`src/rtl/seq_pkg.sv`:
```
package seq_pkg;

    localparam int NUM_BANKS     = 4;
    localparam int BANK_W        = 2;
    localparam int MAX_BURST_CLK = 4;
    localparam int BUS_CNT_W     = $clog2(MAX_BURST_CLK + 1);

    typedef enum logic [2:0] {
        CMD_NOP = 3'd0,
        CMD_ACT = 3'd1,
        CMD_RD  = 3'd2,
        CMD_WR  = 3'd3,
        CMD_PRE = 3'd4,
        CMD_REF = 3'd5
    } cmd_e;

    // Clocks a burst holds the data bus: burst length / 2.
    function automatic logic [BUS_CNT_W-1:0] burst_clocks(input logic [1:0] sel);
        case (sel)
            2'd0:    return BUS_CNT_W'(1);
            2'd1:    return BUS_CNT_W'(2);
            default: return BUS_CNT_W'(MAX_BURST_CLK);
        endcase
    endfunction

endpackage

```
`src/rtl/seq_bank_state.sv`:
```
module seq_bank_state #(
    parameter int ROW_W = 13,
    parameter int T_RCD = 3,
    parameter int T_RP  = 3
) (
    input  logic             clk,
    input  logic             rst,
    input  logic             act_i,
    input  logic             pre_i,
    input  logic             col_i,
    input  logic             ap_i,
    input  logic             close_i,
    input  logic [ROW_W-1:0] row_i,
    output logic             open_o,
    output logic [ROW_W-1:0] row_o,
    output logic             act_ok_o,
    output logic             pre_ok_o,
    output logic             ap_pend_o
);
    localparam int RCD_W = $clog2(T_RCD + 1);
    localparam int RP_W  = $clog2(T_RP + 1);

    logic             open_q;
    logic [ROW_W-1:0] row_q;
    logic [RCD_W-1:0] act_cnt_q;
    logic [RP_W-1:0]  pre_cnt_q;
    logic             ap_pend_q;

    always_ff @(posedge clk) begin
        if (rst) begin
            open_q    <= 1'b0;
            row_q     <= '0;
            act_cnt_q <= '0;
            pre_cnt_q <= '0;
            ap_pend_q <= 1'b0;
        end else begin
            if (act_i) begin
                open_q    <= 1'b1;
                row_q     <= row_i;
                act_cnt_q <= RCD_W'(T_RCD);
            end else if (act_cnt_q != '0) begin
                act_cnt_q <= act_cnt_q - 1'b1;
            end

            if (pre_i || close_i) begin
                open_q    <= 1'b0;
                pre_cnt_q <= RP_W'(T_RP);
            end else if (pre_cnt_q != '0) begin
                pre_cnt_q <= pre_cnt_q - 1'b1;
            end

            if (close_i)
                ap_pend_q <= 1'b0;
            else if (col_i && ap_i)
                ap_pend_q <= 1'b1;
        end
    end

    assign open_o    = open_q;
    assign row_o     = row_q;
    assign act_ok_o  = (act_cnt_q <= RCD_W'(1));
    assign pre_ok_o  = (pre_cnt_q <= RP_W'(1));
    assign ap_pend_o = ap_pend_q;

    AST_ACT_ON_CLOSED: assert property (@(posedge clk) disable iff (rst) act_i |-> !open_q);
    AST_COL_AFTER_RCD: assert property (@(posedge clk) disable iff (rst) col_i |-> (open_q && act_cnt_q <= RCD_W'(1)));
    AST_ACT_AFTER_RP: assert property (@(posedge clk) disable iff (rst) act_i |-> (pre_cnt_q <= RP_W'(1)));
    AST_AP_CLOSE_OWN: assert property (@(posedge clk) disable iff (rst) close_i |-> (ap_pend_q && open_q));

endmodule

```
`src/rtl/seq_bus_timer.sv`:
```
module seq_bus_timer import seq_pkg::*; (
    input  logic              clk,
    input  logic              rst,
    input  logic              col_i,
    input  logic [BANK_W-1:0] bank_i,
    input  logic [1:0]        bl_sel_i,
    output logic              free_o,
    output logic              burst_end_o,
    output logic [BANK_W-1:0] bank_o
);
    logic [BUS_CNT_W-1:0] cnt_q;
    logic [BANK_W-1:0]    bank_q;

    always_ff @(posedge clk) begin
        if (rst) begin
            cnt_q  <= '0;
            bank_q <= '0;
        end else if (col_i) begin
            cnt_q  <= burst_clocks(bl_sel_i);
            bank_q <= bank_i;
        end else if (cnt_q != '0) begin
            cnt_q <= cnt_q - 1'b1;
        end
    end

    assign free_o      = (cnt_q <= BUS_CNT_W'(1));
    assign burst_end_o = (cnt_q == BUS_CNT_W'(1));
    assign bank_o      = bank_q;

    AST_COL_BUS_GAP: assert property (@(posedge clk) disable iff (rst) col_i |-> (cnt_q <= BUS_CNT_W'(1)));

endmodule

```
`src/rtl/seq_refresh_timer.sv`:
```
module seq_refresh_timer #(
    parameter int REF_INTERVAL = 1560,
    parameter int T_RFC        = 8
) (
    input  logic clk,
    input  logic rst,
    input  logic ref_i,
    output logic due_o,
    output logic quiet_done_o
);
    localparam int INT_W = $clog2(REF_INTERVAL + 1);
    localparam int RFC_W = $clog2(T_RFC + 1);

    logic [INT_W-1:0] int_cnt_q;
    logic [RFC_W-1:0] rfc_cnt_q;
    logic             due_q;
    logic             expire;

    assign expire = (int_cnt_q == INT_W'(REF_INTERVAL - 1));

    always_ff @(posedge clk) begin
        if (rst) begin
            int_cnt_q <= '0;
            rfc_cnt_q <= '0;
            due_q     <= 1'b0;
        end else begin
            int_cnt_q <= expire ? '0 : int_cnt_q + 1'b1;

            if (expire)
                due_q <= 1'b1;
            else if (ref_i)
                due_q <= 1'b0;

            if (ref_i)
                rfc_cnt_q <= RFC_W'(T_RFC);
            else if (rfc_cnt_q != '0)
                rfc_cnt_q <= rfc_cnt_q - 1'b1;
        end
    end

    assign due_o        = due_q;
    assign quiet_done_o = (rfc_cnt_q <= RFC_W'(1));

    AST_REF_ONLY_DUE: assert property (@(posedge clk) disable iff (rst) ref_i |-> (due_q && rfc_cnt_q <= RFC_W'(1)));

endmodule

```
`src/rtl/bank_cmd_seq.sv`:
```
module bank_cmd_seq import seq_pkg::*; #(
    parameter int ROW_W        = 13,
    parameter int COL_W        = 10,
    parameter int T_RCD        = 3,
    parameter int T_RP         = 3,
    parameter int T_RFC        = 8,
    parameter int REF_INTERVAL = 1560,
    localparam int ADDR_W      = (ROW_W > COL_W) ? ROW_W : COL_W
) (
    input  logic              clk,
    input  logic              rst,
    input  logic [1:0]        bl_sel,
    input  logic              req_valid,
    input  logic              req_write,
    input  logic [1:0]        req_bank,
    input  logic [ROW_W-1:0]  req_row,
    input  logic [COL_W-1:0]  req_col,
    input  logic              req_autopre,
    output logic              req_ack,
    output logic [2:0]        cmd_code,
    output logic [1:0]        cmd_bank,
    output logic [ADDR_W-1:0] cmd_addr,
    output logic              cmd_ap
);
    logic [NUM_BANKS-1:0] open_v, act_ok_v, pre_ok_v, ap_pend_v, close_v, bank_busy;
    logic [ROW_W-1:0]     row_v [NUM_BANKS];

    logic              bus_free, burst_end;
    logic [BANK_W-1:0] bus_bank;
    logic              ref_due, rfc_ok;

    cmd_e              nxt;
    logic [BANK_W-1:0] nxt_bank;
    logic [ADDR_W-1:0] nxt_addr;
    logic              nxt_ap;
    logic              do_act, do_pre, do_col, do_ref;

    cmd_e              cmd_q;

    // Pick one command per clock: refresh work first, then the request.
    always_comb begin
        nxt      = CMD_NOP;
        nxt_bank = '0;
        nxt_addr = '0;
        nxt_ap   = 1'b0;
        if (rfc_ok) begin
            if (ref_due) begin
                if (open_v == '0 && (&pre_ok_v)) begin
                    nxt = CMD_REF;
                end else begin
                    for (int b = NUM_BANKS - 1; b >= 0; b--) begin
                        if (open_v[b] && !ap_pend_v[b] && !bank_busy[b]) begin
                            nxt      = CMD_PRE;
                            nxt_bank = BANK_W'(b);
                        end
                    end
                end
            end else if (req_valid && !ap_pend_v[req_bank]) begin
                nxt_bank = req_bank;
                if (!open_v[req_bank]) begin
                    if (pre_ok_v[req_bank]) begin
                        nxt      = CMD_ACT;
                        nxt_addr = ADDR_W'(req_row);
                    end
                end else if (row_v[req_bank] != req_row) begin
                    if (!bank_busy[req_bank])
                        nxt = CMD_PRE;
                end else if (act_ok_v[req_bank] && bus_free) begin
                    nxt      = req_write ? CMD_WR : CMD_RD;
                    nxt_addr = ADDR_W'(req_col);
                    nxt_ap   = req_autopre;
                end
            end
        end
    end

    assign do_act = (nxt == CMD_ACT);
    assign do_pre = (nxt == CMD_PRE);
    assign do_col = (nxt == CMD_RD) || (nxt == CMD_WR);
    assign do_ref = (nxt == CMD_REF);

    generate
        for (genvar b = 0; b < NUM_BANKS; b++) begin : g_bank
            assign bank_busy[b] = !bus_free && (bus_bank == BANK_W'(b));
            assign close_v[b]   = burst_end && (bus_bank == BANK_W'(b)) && ap_pend_v[b];

            seq_bank_state #(
                .ROW_W (ROW_W),
                .T_RCD (T_RCD),
                .T_RP  (T_RP)
            ) u_bank (
                .clk       (clk),
                .rst       (rst),
                .act_i     (do_act && nxt_bank == BANK_W'(b)),
                .pre_i     (do_pre && nxt_bank == BANK_W'(b)),
                .col_i     (do_col && nxt_bank == BANK_W'(b)),
                .ap_i      (nxt_ap),
                .close_i   (close_v[b]),
                .row_i     (req_row),
                .open_o    (open_v[b]),
                .row_o     (row_v[b]),
                .act_ok_o  (act_ok_v[b]),
                .pre_ok_o  (pre_ok_v[b]),
                .ap_pend_o (ap_pend_v[b])
            );
        end
    endgenerate

    seq_bus_timer u_bus (
        .clk         (clk),
        .rst         (rst),
        .col_i       (do_col),
        .bank_i      (nxt_bank),
        .bl_sel_i    (bl_sel),
        .free_o      (bus_free),
        .burst_end_o (burst_end),
        .bank_o      (bus_bank)
    );

    seq_refresh_timer #(
        .REF_INTERVAL (REF_INTERVAL),
        .T_RFC        (T_RFC)
    ) u_ref (
        .clk          (clk),
        .rst          (rst),
        .ref_i        (do_ref),
        .due_o        (ref_due),
        .quiet_done_o (rfc_ok)
    );

    always_ff @(posedge clk) begin
        if (rst) begin
            cmd_q    <= CMD_NOP;
            cmd_bank <= '0;
            cmd_addr <= '0;
            cmd_ap   <= 1'b0;
            req_ack  <= 1'b0;
        end else begin
            cmd_q    <= nxt;
            cmd_bank <= nxt_bank;
            cmd_addr <= nxt_addr;
            cmd_ap   <= nxt_ap;
            req_ack  <= do_col;
        end
    end

    assign cmd_code = cmd_q;

    AST_ACK_WITH_COL: assert property (@(posedge clk) disable iff (rst) req_ack |-> (cmd_q == CMD_RD || cmd_q == CMD_WR));
    AST_REF_ALL_CLOSED: assert property (@(posedge clk) disable iff (rst) do_ref |-> (open_v == '0 && ap_pend_v == '0));
    AST_NO_REQ_WHILE_DUE: assert property (@(posedge clk) disable iff (rst) (do_act || do_col) |-> !ref_due);
    AST_AP_FLAG_ON_COL: assert property (@(posedge clk) disable iff (rst) cmd_ap |-> (cmd_q == CMD_RD || cmd_q == CMD_WR));

endmodule

```
`config.mk`:
```
export PLATFORM = sky130hd
export DESIGN_NAME = bank_cmd_seq
export DESIGN_NICKNAME = d
export VERILOG_FILES = /design/src/rtl/seq_pkg.sv /design/src/rtl/seq_bank_state.sv /design/src/rtl/seq_bus_timer.sv /design/src/rtl/seq_refresh_timer.sv /design/src/rtl/bank_cmd_seq.sv
export SDC_FILE = /design/constraint.sdc
export NUM_CORES = 1
export LEC_CHECK = 0
export ABC_CLOCK_PERIOD_IN_PS = 3850
export BUFFER_PORTS_ARGS = -buffer_cell sky130_fd_sc_hd__buf_2
export CAP_MARGIN = 20
export CORE_MARGIN = 2
export CORE_UTILIZATION = 59
export CTS_CLUSTER_DIAMETER = 60
export DETAILED_ROUTE_END_ITERATION = 12
export GPL_TIMING_DRIVEN = 1
export PLACE_DENSITY_LB_ADDON = 0.3
export RECOVER_POWER = 100
export SLEW_MARGIN = 20
export SYNTH_ARGS = -nofsm -noshare
export SYNTH_HDL_FRONTEND = slang
export SYNTH_SLANG_ARGS = --single-unit
```
`constraint.sdc`:
```
create_clock -name clk -period 3.85 [get_ports clk]
set_clock_uncertainty 0.2 [all_clocks]
set_input_delay 0.385 -clock clk [delete_from_list [all_inputs] [get_ports clk]]
set_output_delay 0.385 -clock clk [all_outputs]
set_load 0.02 [all_outputs]
```
Yosys cells after proc, flatten, opt, wreduce, memory -nomap -nowiden
Index checks and enable logic that the tools add are counted.
{"block": "totals", "regBits": 117, "in_bits": 32}
{"block": "classes", "add_sub_neg": 11, "order_cmp": 12, "eq_ne": 15, "mux": 68, "n_bitwise": 3, "n_reduce_logical": 91}
{"cell": "$mux 13", "n": 4}
{"cell": "$mux 2", "n": 25}
{"cell": "$logic_and 1x1->1", "n": 39}
{"cell": "$mux 3", "n": 13}
{"cell": "$reduce_bool 2->1", "n": 19}
{"cell": "$bmux 13 s2", "n": 1}
{"cell": "$mux 10", "n": 2}
{"cell": "$reduce_or 2->1", "n": 10}
{"cell": "$le 2x1->1 const B", "n": 8}
{"cell": "$sub 2x1->2 const B", "n": 8}
{"cell": "$mux 1", "n": 15}
{"cell": "$ne 13x13->1", "n": 1}
{"cell": "$add 11x1->11 const B", "n": 1}
{"cell": "$eq 11x11->1 const B", "n": 1}
{"cell": "$bmux 1 s2", "n": 5}
{"cell": "$logic_not 1->1", "n": 10}
{"cell": "$eq 2x2->1 const B", "n": 4}
{"cell": "$mux 4", "n": 2}
{"cell": "$eq 2x1->1 const B", "n": 3}
{"cell": "$eq 3x1->1 const B", "n": 2}
{"cell": "$eq 3x2->1 const B", "n": 2}
{"cell": "$eq 3x3->1 const B", "n": 2}
{"cell": "$logic_not 2->1", "n": 3}
{"cell": "$pmux 3 s2", "n": 1}
{"cell": "other kinds (14)", "n": 19}

Depth between registers and ports, before layout
Gate-level depths: netlist (run 1).
{"block": "logic_depth", "depth_word": 16, "mapped_depth": 12}

Cells and area by module
A second synthesis (run 1) with hierarchy kept.
{"block": "unflattened", "cells_unflattened": 569, "hier_area_um2": 5765.5}
{"module": "seq_bank_state", "instances": 4, "cells_each": 73, "area_per_inst_um2": 767.0, "seq_area_each_um2": 380.4}
{"module": "bank_cmd_seq", "instances": 1, "cells_each": 165, "area_per_inst_um2": 1662.8, "seq_area_each_um2": 400.4}
{"module": "seq_refresh_timer", "instances": 1, "cells_each": 78, "area_per_inst_um2": 732.0, "seq_area_each_um2": 320.3}
{"module": "seq_bus_timer", "instances": 1, "cells_each": 34, "area_per_inst_um2": 302.8, "seq_area_each_um2": 100.1}

Worst setup path after synthesis (run 1)
OpenSTA, ideal clock, no wires.
{"block": "synth_path", "path_kind": "register to register", "startpoint": "reg u_bus.cnt_q[1]", "endpoint": "reg g_bank[1].u_bank.row_q[10]", "setup_ns": 0.128, "arrival_ns": 2.436, "path_slack_ns": 1.087, "path_stages_with_launch": 12, "cell_sequence": "dfxtp_1 inv_1 ha_1 o21ba_2 or2_4 a21boi_1 o41a_1 or3_1 buf_4 buf_6 mux2i_1 nor2_1"}
{"block": "synth_via", "elab_chain_cells": 14, "word_cells_on_any_way": 39, "classes_between": "1 x order compare; 2 x eq/ne; 21 x mux; 15 x reduce/logical"}
{"item": "from (decl)", "line_no": "seq_bus_timer.sv:11", "rtl": "logic [BUS_CNT_W-1:0] cnt_q;"}
{"item": "from (signal assigned)", "line_no": "seq_bus_timer.sv:19", "rtl": "cnt_q <= burst_clocks(bl_sel_i);"}
{"item": "from (signal assigned)", "line_no": "seq_bus_timer.sv:22", "rtl": "cnt_q <= cnt_q - 1'b1;"}
{"item": "$le 3x1->1 *", "line_no": "seq_bus_timer.sv:26", "rtl": "assign free_o = (cnt_q <= BUS_CNT_W'(1));"}
{"item": "parallel branches: the longest is 12 deep, another holds $mux 3"}
{"item": "$logic_and 1x1->1 *", "line_no": "bank_cmd_seq.sv:94", "rtl": ".act_i (do_act && nxt_bank == BANK_W'(b)),"}
{"item": "to (signal assigned)", "line_no": "seq_bank_state.sv:39", "rtl": "row_q <= row_i;"}
{"item": "to (decl)", "line_no": "seq_bank_state.sv:24", "rtl": "logic [ROW_W-1:0] row_q;"}
Every way passes the cells marked *. The select of a mux whose other input is x is not followed.
A chain may end at the register's enable or synchronous reset.

Worst setup path after layout (run 1)
{"block": "layout_path", "startpoint": "in rst", "endpoint": "reg cmd_addr[2]"}
{"block": "layout_via", "elab_chain_cells": 1}
{"item": "from (decl)", "line_no": "bank_cmd_seq.sv:11", "rtl": "input logic rst,"}
{"item": "$reduce_or 4->1 (no source line)"}
{"item": "to (signal assigned)", "line_no": "bank_cmd_seq.sv:141", "rtl": "cmd_addr <= nxt_addr;"}
{"item": "to (decl)", "line_no": "bank_cmd_seq.sv:22", "rtl": "output logic [ADDR_W-1:0] cmd_addr,"}
Every way passes these cells.

==> flow_metrics.env, run 1 <==
export IMPL_status="finished with violations"
export IMPL_violations="capacitance limit, slew limit"
export IMPL_synth_fp_nets=619
export IMPL_wl_per_cell_um=17.4
export IMPL_synth_edf_count=0
export IMPL_seqPwrFrac_pct=35.2
export IMPL_dieHeight_um=102
export IMPL_critPathMaxFanout=41
export IMPL_dieArea_um2=10400
export IMPL_switching_share_pct=32.8
export IMPL_max_cap_violations=1
export IMPL_cts_tree="built"
export IMPL_final_nets=691
export IMPL_setup_viol=0
export IMPL_finalWorstSetupSlack_ns=0.335
export IMPL_ys_types=56
export IMPL_syn_mean_instance_area_um2=10.0
export IMPL_final_area_um2=6700
export IMPL_pwr_share_comb_pct=29.5
export IMPL_min_period_ns=3.51
export IMPL_hpwl_mm=8.92
export IMPL_async_flop_share_pct=0
export IMPL_worst_slew_pin_transition_ns=1.82
export IMPL_overflow=0
export IMPL_instances_no_fill=778
export IMPL_grt_max_degree=51
export IMPL_dp_slack_ns=0.407
export IMPL_start_kind="primary input"
export IMPL_ant_nets=0
export IMPL_routabilityCongestion=0.938
export IMPL_cts_sinks=117
export IMPL_die_x_um=102
export IMPL_cts_root_buf="clkbuf_8"
export IMPL_clock_path_buffers=2
export IMPL_maxSlewHeadroom_pct=-21.4
export IMPL_postCtsSetupRepairBufs=0
export IMPL_cp_required_ns=4.04
export IMPL_grt_usage_pct=27.9
export IMPL_drive_gt1_share_pct=14.9
export IMPL_clk_pin_slew_ns=0.06
export IMPL_num_io_pins=52
export IMPL_worstSetupEndpointType="register"
export IMPL_ys_seq_elements=117
export IMPL_diodes=0
export IMPL_hp_class="primary input to register"
export IMPL_hold_violations=0
export IMPL_leakagePower_uw=0.00278
export IMPL_synth_seq_area_share_pct=41.3
export IMPL_synthCells=565
export IMPL_clock_power_share_pct=35.3
export IMPL_drt_iter0_drc=227
export IMPL_critPathKind="primary input to register"
export IMPL_htree_levels=4
export IMPL_finalWirelength_mm=13.5
export IMPL_io_buffers=51
export IMPL_rsz0062_at_grt="false"
export IMPL_cts_resized=0
export IMPL_slew_violations=42
export IMPL_antenna_found_initial=0
export IMPL_syn_area_um2=5670
export IMPL_grt_pass1_wl_mm=22.3
export IMPL_grt_pass1_vias=4716
export IMPL_powerDensity_nw_per_um2=648
export IMPL_syn_to_final_growth_pct=18.3
export IMPL_holdWs_ns=0.0135
export IMPL_ys_flop_type="dfxtp_1"
export IMPL_fin_setup_tns_ns=0
export IMPL_fmax_mhz=284
export IMPL_clkLatencyLatePin_ns=0.51
export IMPL_fin_crit_sh_pct=91.3
export IMPL_cts_hold_buf=18
export IMPL_cts_buffers=17
export IMPL_viasPerCell=5.64
export IMPL_placedInstanceArea_um2=6010
export IMPL_internal_power_uw=2920
export IMPL_via_count=4391
export IMPL_first_pass_iters=6
export IMPL_initial_core_util_pct=61.0
export IMPL_dp_cells=729
export IMPL_route_detailed_drc=0
export IMPL_rows=35
export IMPL_irDropWorstVdd_uv=403
export IMPL_ys_warn_count=0
export IMPL_switchingPower_uw=1430
export IMPL_coreArea_um2=9280
export IMPL_arrival_ns=3.71
[kinds of logic (layout without fill, tap and decap cells)]
family                   after synthesis  count (layout)  share of synthesized area [%]
AND/OR/NAND/NOR                      187             187                           16.9
flip-flops                           117             117                           41.3
multiplexers                          87              87                           18.4
AO/OA/AOI/OAI                         70              70                           9.28
buffers and inverters                 52             136                           4.55
XOR/XNOR                              30              30                           4.64
adder cells (fa/ha/maj)               22              22                           4.86
[path summary, 6_finish.rpt]
path | start | to | slack [ns] | cells past startpoint
hold reg to reg | u_ref.int_cnt_q[0] | u_ref.int_cnt_q[0] | 0.27 | 1
hold / removal | req_row[6] | g_bank[3].u_bank.row_o[6] | 0.01 | 3
setup reg to reg | u_bus.cnt_q[1] | g_bank[1].u_bank.row_o[10] | 0.39 | 9
setup / recovery | rst | cmd_addr[2] | 0.34 | 5
[cells in the final DEF, fill, tap and decap left out, drive strengths merged, types with 3 or more instances in the layout]
cell type,n
ha,22
o211a,4
dlygate4sd3,18
mux2,7
clkinvlp,3
clkinv,5
nor2b,11
a31oi,12
a211oi,4
clkbuf,47
mux2i,67
mux4,13
o211ai,4
dfxtp,117
buf,34
a22o,10
a21oi,11
nor2,92
inv,27
nand3,13
nor3,11
or3,8
xnor2,18
nor4,5
xor2,12
nand3b,5
o21a,3
and3,8
nand4,4
o21ai,9
nand2b,7
nand2,13
[Yosys cell counts, types with 8 or more instances]
master,n,area [µm²]
nor2b_1,11,68.8
nor3_1,8,40.0
a22o_1,10,87.6
xnor2_1,18,158
nand3_1,12,60.1
or3_1,8,50.1
a31oi_1,12,75.1
mux4_2,13,293
mux2i_1,67,671
and3_1,8,50.1
nor2_1,91,342
dfxtp_1,117,2340
a21oi_1,11,55.1
inv_1,24,90.1
nand2_1,13,48.8
xor2_1,12,105
ha_1,22,275
clkbuf_1,13,48.8
[worst max-delay path: stages]
cell           delay [ns]
clkbuf_1             1.28
inv_1                0.56
and2_0               0.56
a22o_1               0.34
dlygate4sd3_1        0.55
[per-layer routing]
layer / part of all wire, % / GRT usage (%)
met5: 0 / 0
met4: 2.4 / 12.3
met3: 5.6 / 6.98
met2: 49 / 46.7
met1: 43 / 34.1
[power groups by stage]
stage | clock network [µW] | registers, µW | logic [µW]
after floorplan | 0 | 1550 | 962
after global placement | 0 | 1540 | 1210
after detailed placement | 0 | 1550 | 1280
after CTS | 1550 | 1520 | 1310
after global routing | 1610 | 1550 | 1430
final | 1530 | 1530 | 1280
[state kept, by name, summed over array words and instances, names as in the netlist]
register	flops
g_bank.u_bank.open_o	4
g_bank.u_bank.row_o	52
cmd_code	3
cmd_bank	2
u_ref.int_cnt_q	11
u_bus.bank_o	2
u_ref.due_o	1
cmd_ap	1
g_bank.u_bank.act_cnt_q	8
u_ref.rfc_cnt_q	4
g_bank.u_bank.ap_pend_o	4
cmd_addr	13
u_bus.cnt_q	3
req_ack	1
g_bank.u_bank.pre_cnt_q	8
[metrics by stage]
stage	power (µW)	util, %
final	4340	72.2
after global routing	4590	72.2
after CTS	4380	72.9
after detailed placement	2820	64.7
after global placement	2750	64.7
after floorplan	2510	-
[final cells by class]
type                       instances  area [µm²]
multi-input combinational        396        3060
fill                             713        2580
sequential                       117        2340
timing repair buffer              81         472
clock buffer                      18         428
tap                              129         161
clock inverter                    13         149
inverter                          24        90.1
Note: power is estimated with default switching activity, not from simulation.
==> run 2: changes to the inputs <==
Settings changed: CORE_UTILIZATION 59 to 50.
==> flow_metrics.env, run 2 (same netlist as run 1, synthesis figures left out) <==
export IMPL_cpPeakStageDelay_ns=1.19
export IMPL_hp_class="primary input to register"
export IMPL_final_cell_mix="dfxtp_1, nor2_1, mux2i_1"
export IMPL_arrival_ns=3.63
export IMPL_powerDensity_nw_per_um2=647
export IMPL_cts_tree="built"
export IMPL_cp_required_ns=3.94
export IMPL_critPathMaxFanout=7
export IMPL_critPathTopFamily="compound AO/OA/AOI/OAI gates"
export IMPL_grt_pass1_wl_mm=21.6
export IMPL_antenna_found_initial=0
export IMPL_holdPathStages=2
export IMPL_multi_input_area_um2=3040
export IMPL_grt_max_degree=68
export IMPL_cts_sinks=117
export IMPL_critPathKind="register to register"
export IMPL_clock_path_buffers=2
export IMPL_r2r_end="g_bank[2].u_bank.row_o[1]"
export IMPL_clk_pin_slew_ns=0.06
export IMPL_dieArea_um2=12200
export IMPL_fin_setup_tns_ns=0
export IMPL_min_period_ns=3.54
export IMPL_worstSetupEndpointType="register"
export IMPL_largest_register_ffs=52
export IMPL_drive_gt1_share_pct=15.1
export IMPL_setup_viol=0
export IMPL_die_x_um=110
export IMPL_ant_nets=0
export IMPL_final_nets=682
export IMPL_coreArea_um2=10900
export IMPL_cp_startpoint="u_bus.cnt_q[1]"
export IMPL_syn_to_final_growth_pct=16.5
export IMPL_cp_endpoint="g_bank[2].u_bank.row_o[1]"
export IMPL_crit_cells=10
export IMPL_rrSetupSlack_ns=0.31
export IMPL_n_fill_cell=946
export IMPL_first_pass_iters=5
export IMPL_hold_violations=0
export IMPL_violations="capacitance limit, slew limit"
export IMPL_final_common_cell="dfxtp_1"
export IMPL_cts_buffers=17
export IMPL_num_io_pins=52
export IMPL_routabilityCongestion=0.940
export IMPL_drt_iter0_drc=272
export IMPL_clkLatencyLatePin_ns=0.41
export IMPL_postCtsSetupRepairBufs=0
export IMPL_r2r_start="u_bus.cnt_q[1]"
export IMPL_irDropWorstVdd_uv=339
export IMPL_grt_usage_pct=21.9
export IMPL_placedInstanceArea_um2=6020
export IMPL_register_area_um2=2340
export IMPL_leakagePower_uw=0.00271
export IMPL_diodes=0
export IMPL_maxSlewHeadroom_pct=-0.367
export IMPL_finalWirelength_mm=12.8
export IMPL_initial_core_util_pct=51.8
export IMPL_status="finished with violations"
export IMPL_overflow=0
export IMPL_hpwl_mm=8.75
export IMPL_path_buf_inv=2
export IMPL_critPathSlowestCell="o41ai_1"
export IMPL_max_cap_violations=1
export IMPL_path_cells="inv_1, ha_1, nor2b_1, o311a_1, a211oi_2, o41ai_1, nor3_4, clkbuf_2, mux2i_1, nor2_1"
export IMPL_route_detailed_drc=0
export IMPL_cts_root_buf="clkbuf_16"
export IMPL_htree_levels=4
export IMPL_final_area_um2=6600
export IMPL_fmax_mhz=282
export IMPL_grt_pass1_vias=4437
export IMPL_rows=38
export IMPL_worst_slew_pin_transition_ns=1.49
export IMPL_slew_violations=1
export IMPL_r2r_cells=10
export IMPL_viasPerCell=5.55
export IMPL_via_count=4337
export IMPL_rsz0062_at_grt="false"
export IMPL_dieHeight_um=110
export IMPL_fin_crit_sh_pct=92.0
export IMPL_start_kind="register"
export IMPL_io_buffers=51
export IMPL_wl_per_cell_um=16.4
## run 2: changes by cell type in the layout (fill, tap and decap cells not counted), sizes merged
| cell | change |
|---|---|
| clkinv | +4 |
| buf | +2 |
| clkbuf | -1 |
| clkinvlp | -1 |
| dlygate4sd3 | -9 |
| inv | -3 |
## run 2: layout make-up
cell class	count	area share (%)
clock buffers	19	6.56
clock inverters	13	2.05
inverters	24	1.36
multi-input cells	396	46.0
flip-flops and latches	117	35.5
well taps	140	2.65
repair buffers	72	5.86
## run 2: stage by stage
stage	instances	setup WS [ns]	utilization, %	hold slack (ns)	power (µW)
finish	781	0.308	60.4	0.0160	4270
floorplan	565	1.09	-	0.218	2510
detailed placement	740	0.404	55.1	0.247	2800
global route	781	0.140	60.4	0.00721	4530
CTS	781	0.457	61.1	0.000384	4320
global placement	740	0.472	55.1	0.227	2730
## run 2: routing by layer
layer  up-vias  routed length, µm  track usage, %
met1      2057               5960            28.4
met5         -                  0               0
met3        19                611            6.09
met2       127               5960            33.8
met4         0                304            10.3
li1       2134                  -               -
## run 2: timing repair
item / 4_1_cts / 5_1_grt
hold buffers: 9 / 0
hold endpoints to repair: 9 / 0
resized for setup: 0 / 0
## run 2: worst register-to-register path: stages, from the launching register on
cell	delay [ns]
dfxtp_1	0.34
inv_1	0.11
ha_1	0.16
nor2b_1	0.47
o311a_1	0.24
a211oi_2	0.06
o41ai_1	1.19
nor3_4	0.09
clkbuf_2	0.31
mux2i_1	0.22
nor2_1	0.06
## run 2: worst min-delay path by stage
stage | endpoint | startpoint
2_1_floorplan | u_ref.int_cnt_q[0] | u_ref.int_cnt_q[0]
3_3_place_gp | u_ref.int_cnt_q[0] | u_ref.int_cnt_q[0]
3_5_place_dp | u_ref.int_cnt_q[0] | u_ref.int_cnt_q[0]
4_1_cts | cmd_addr[0] | req_col[0]
5_1_grt | cmd_addr[0] | req_col[0]
6_report | cmd_addr[0] | req_col[0]
## run 2: report_power, final
group / internal, µW / total [µW] / switching (µW) / leakage [µW]
logic: 558 / 1240 / 682 / 0.00149
clock network: 947 / 1500 / 553 / 0.000276
registers: 1400 / 1530 / 127 / 0.000951
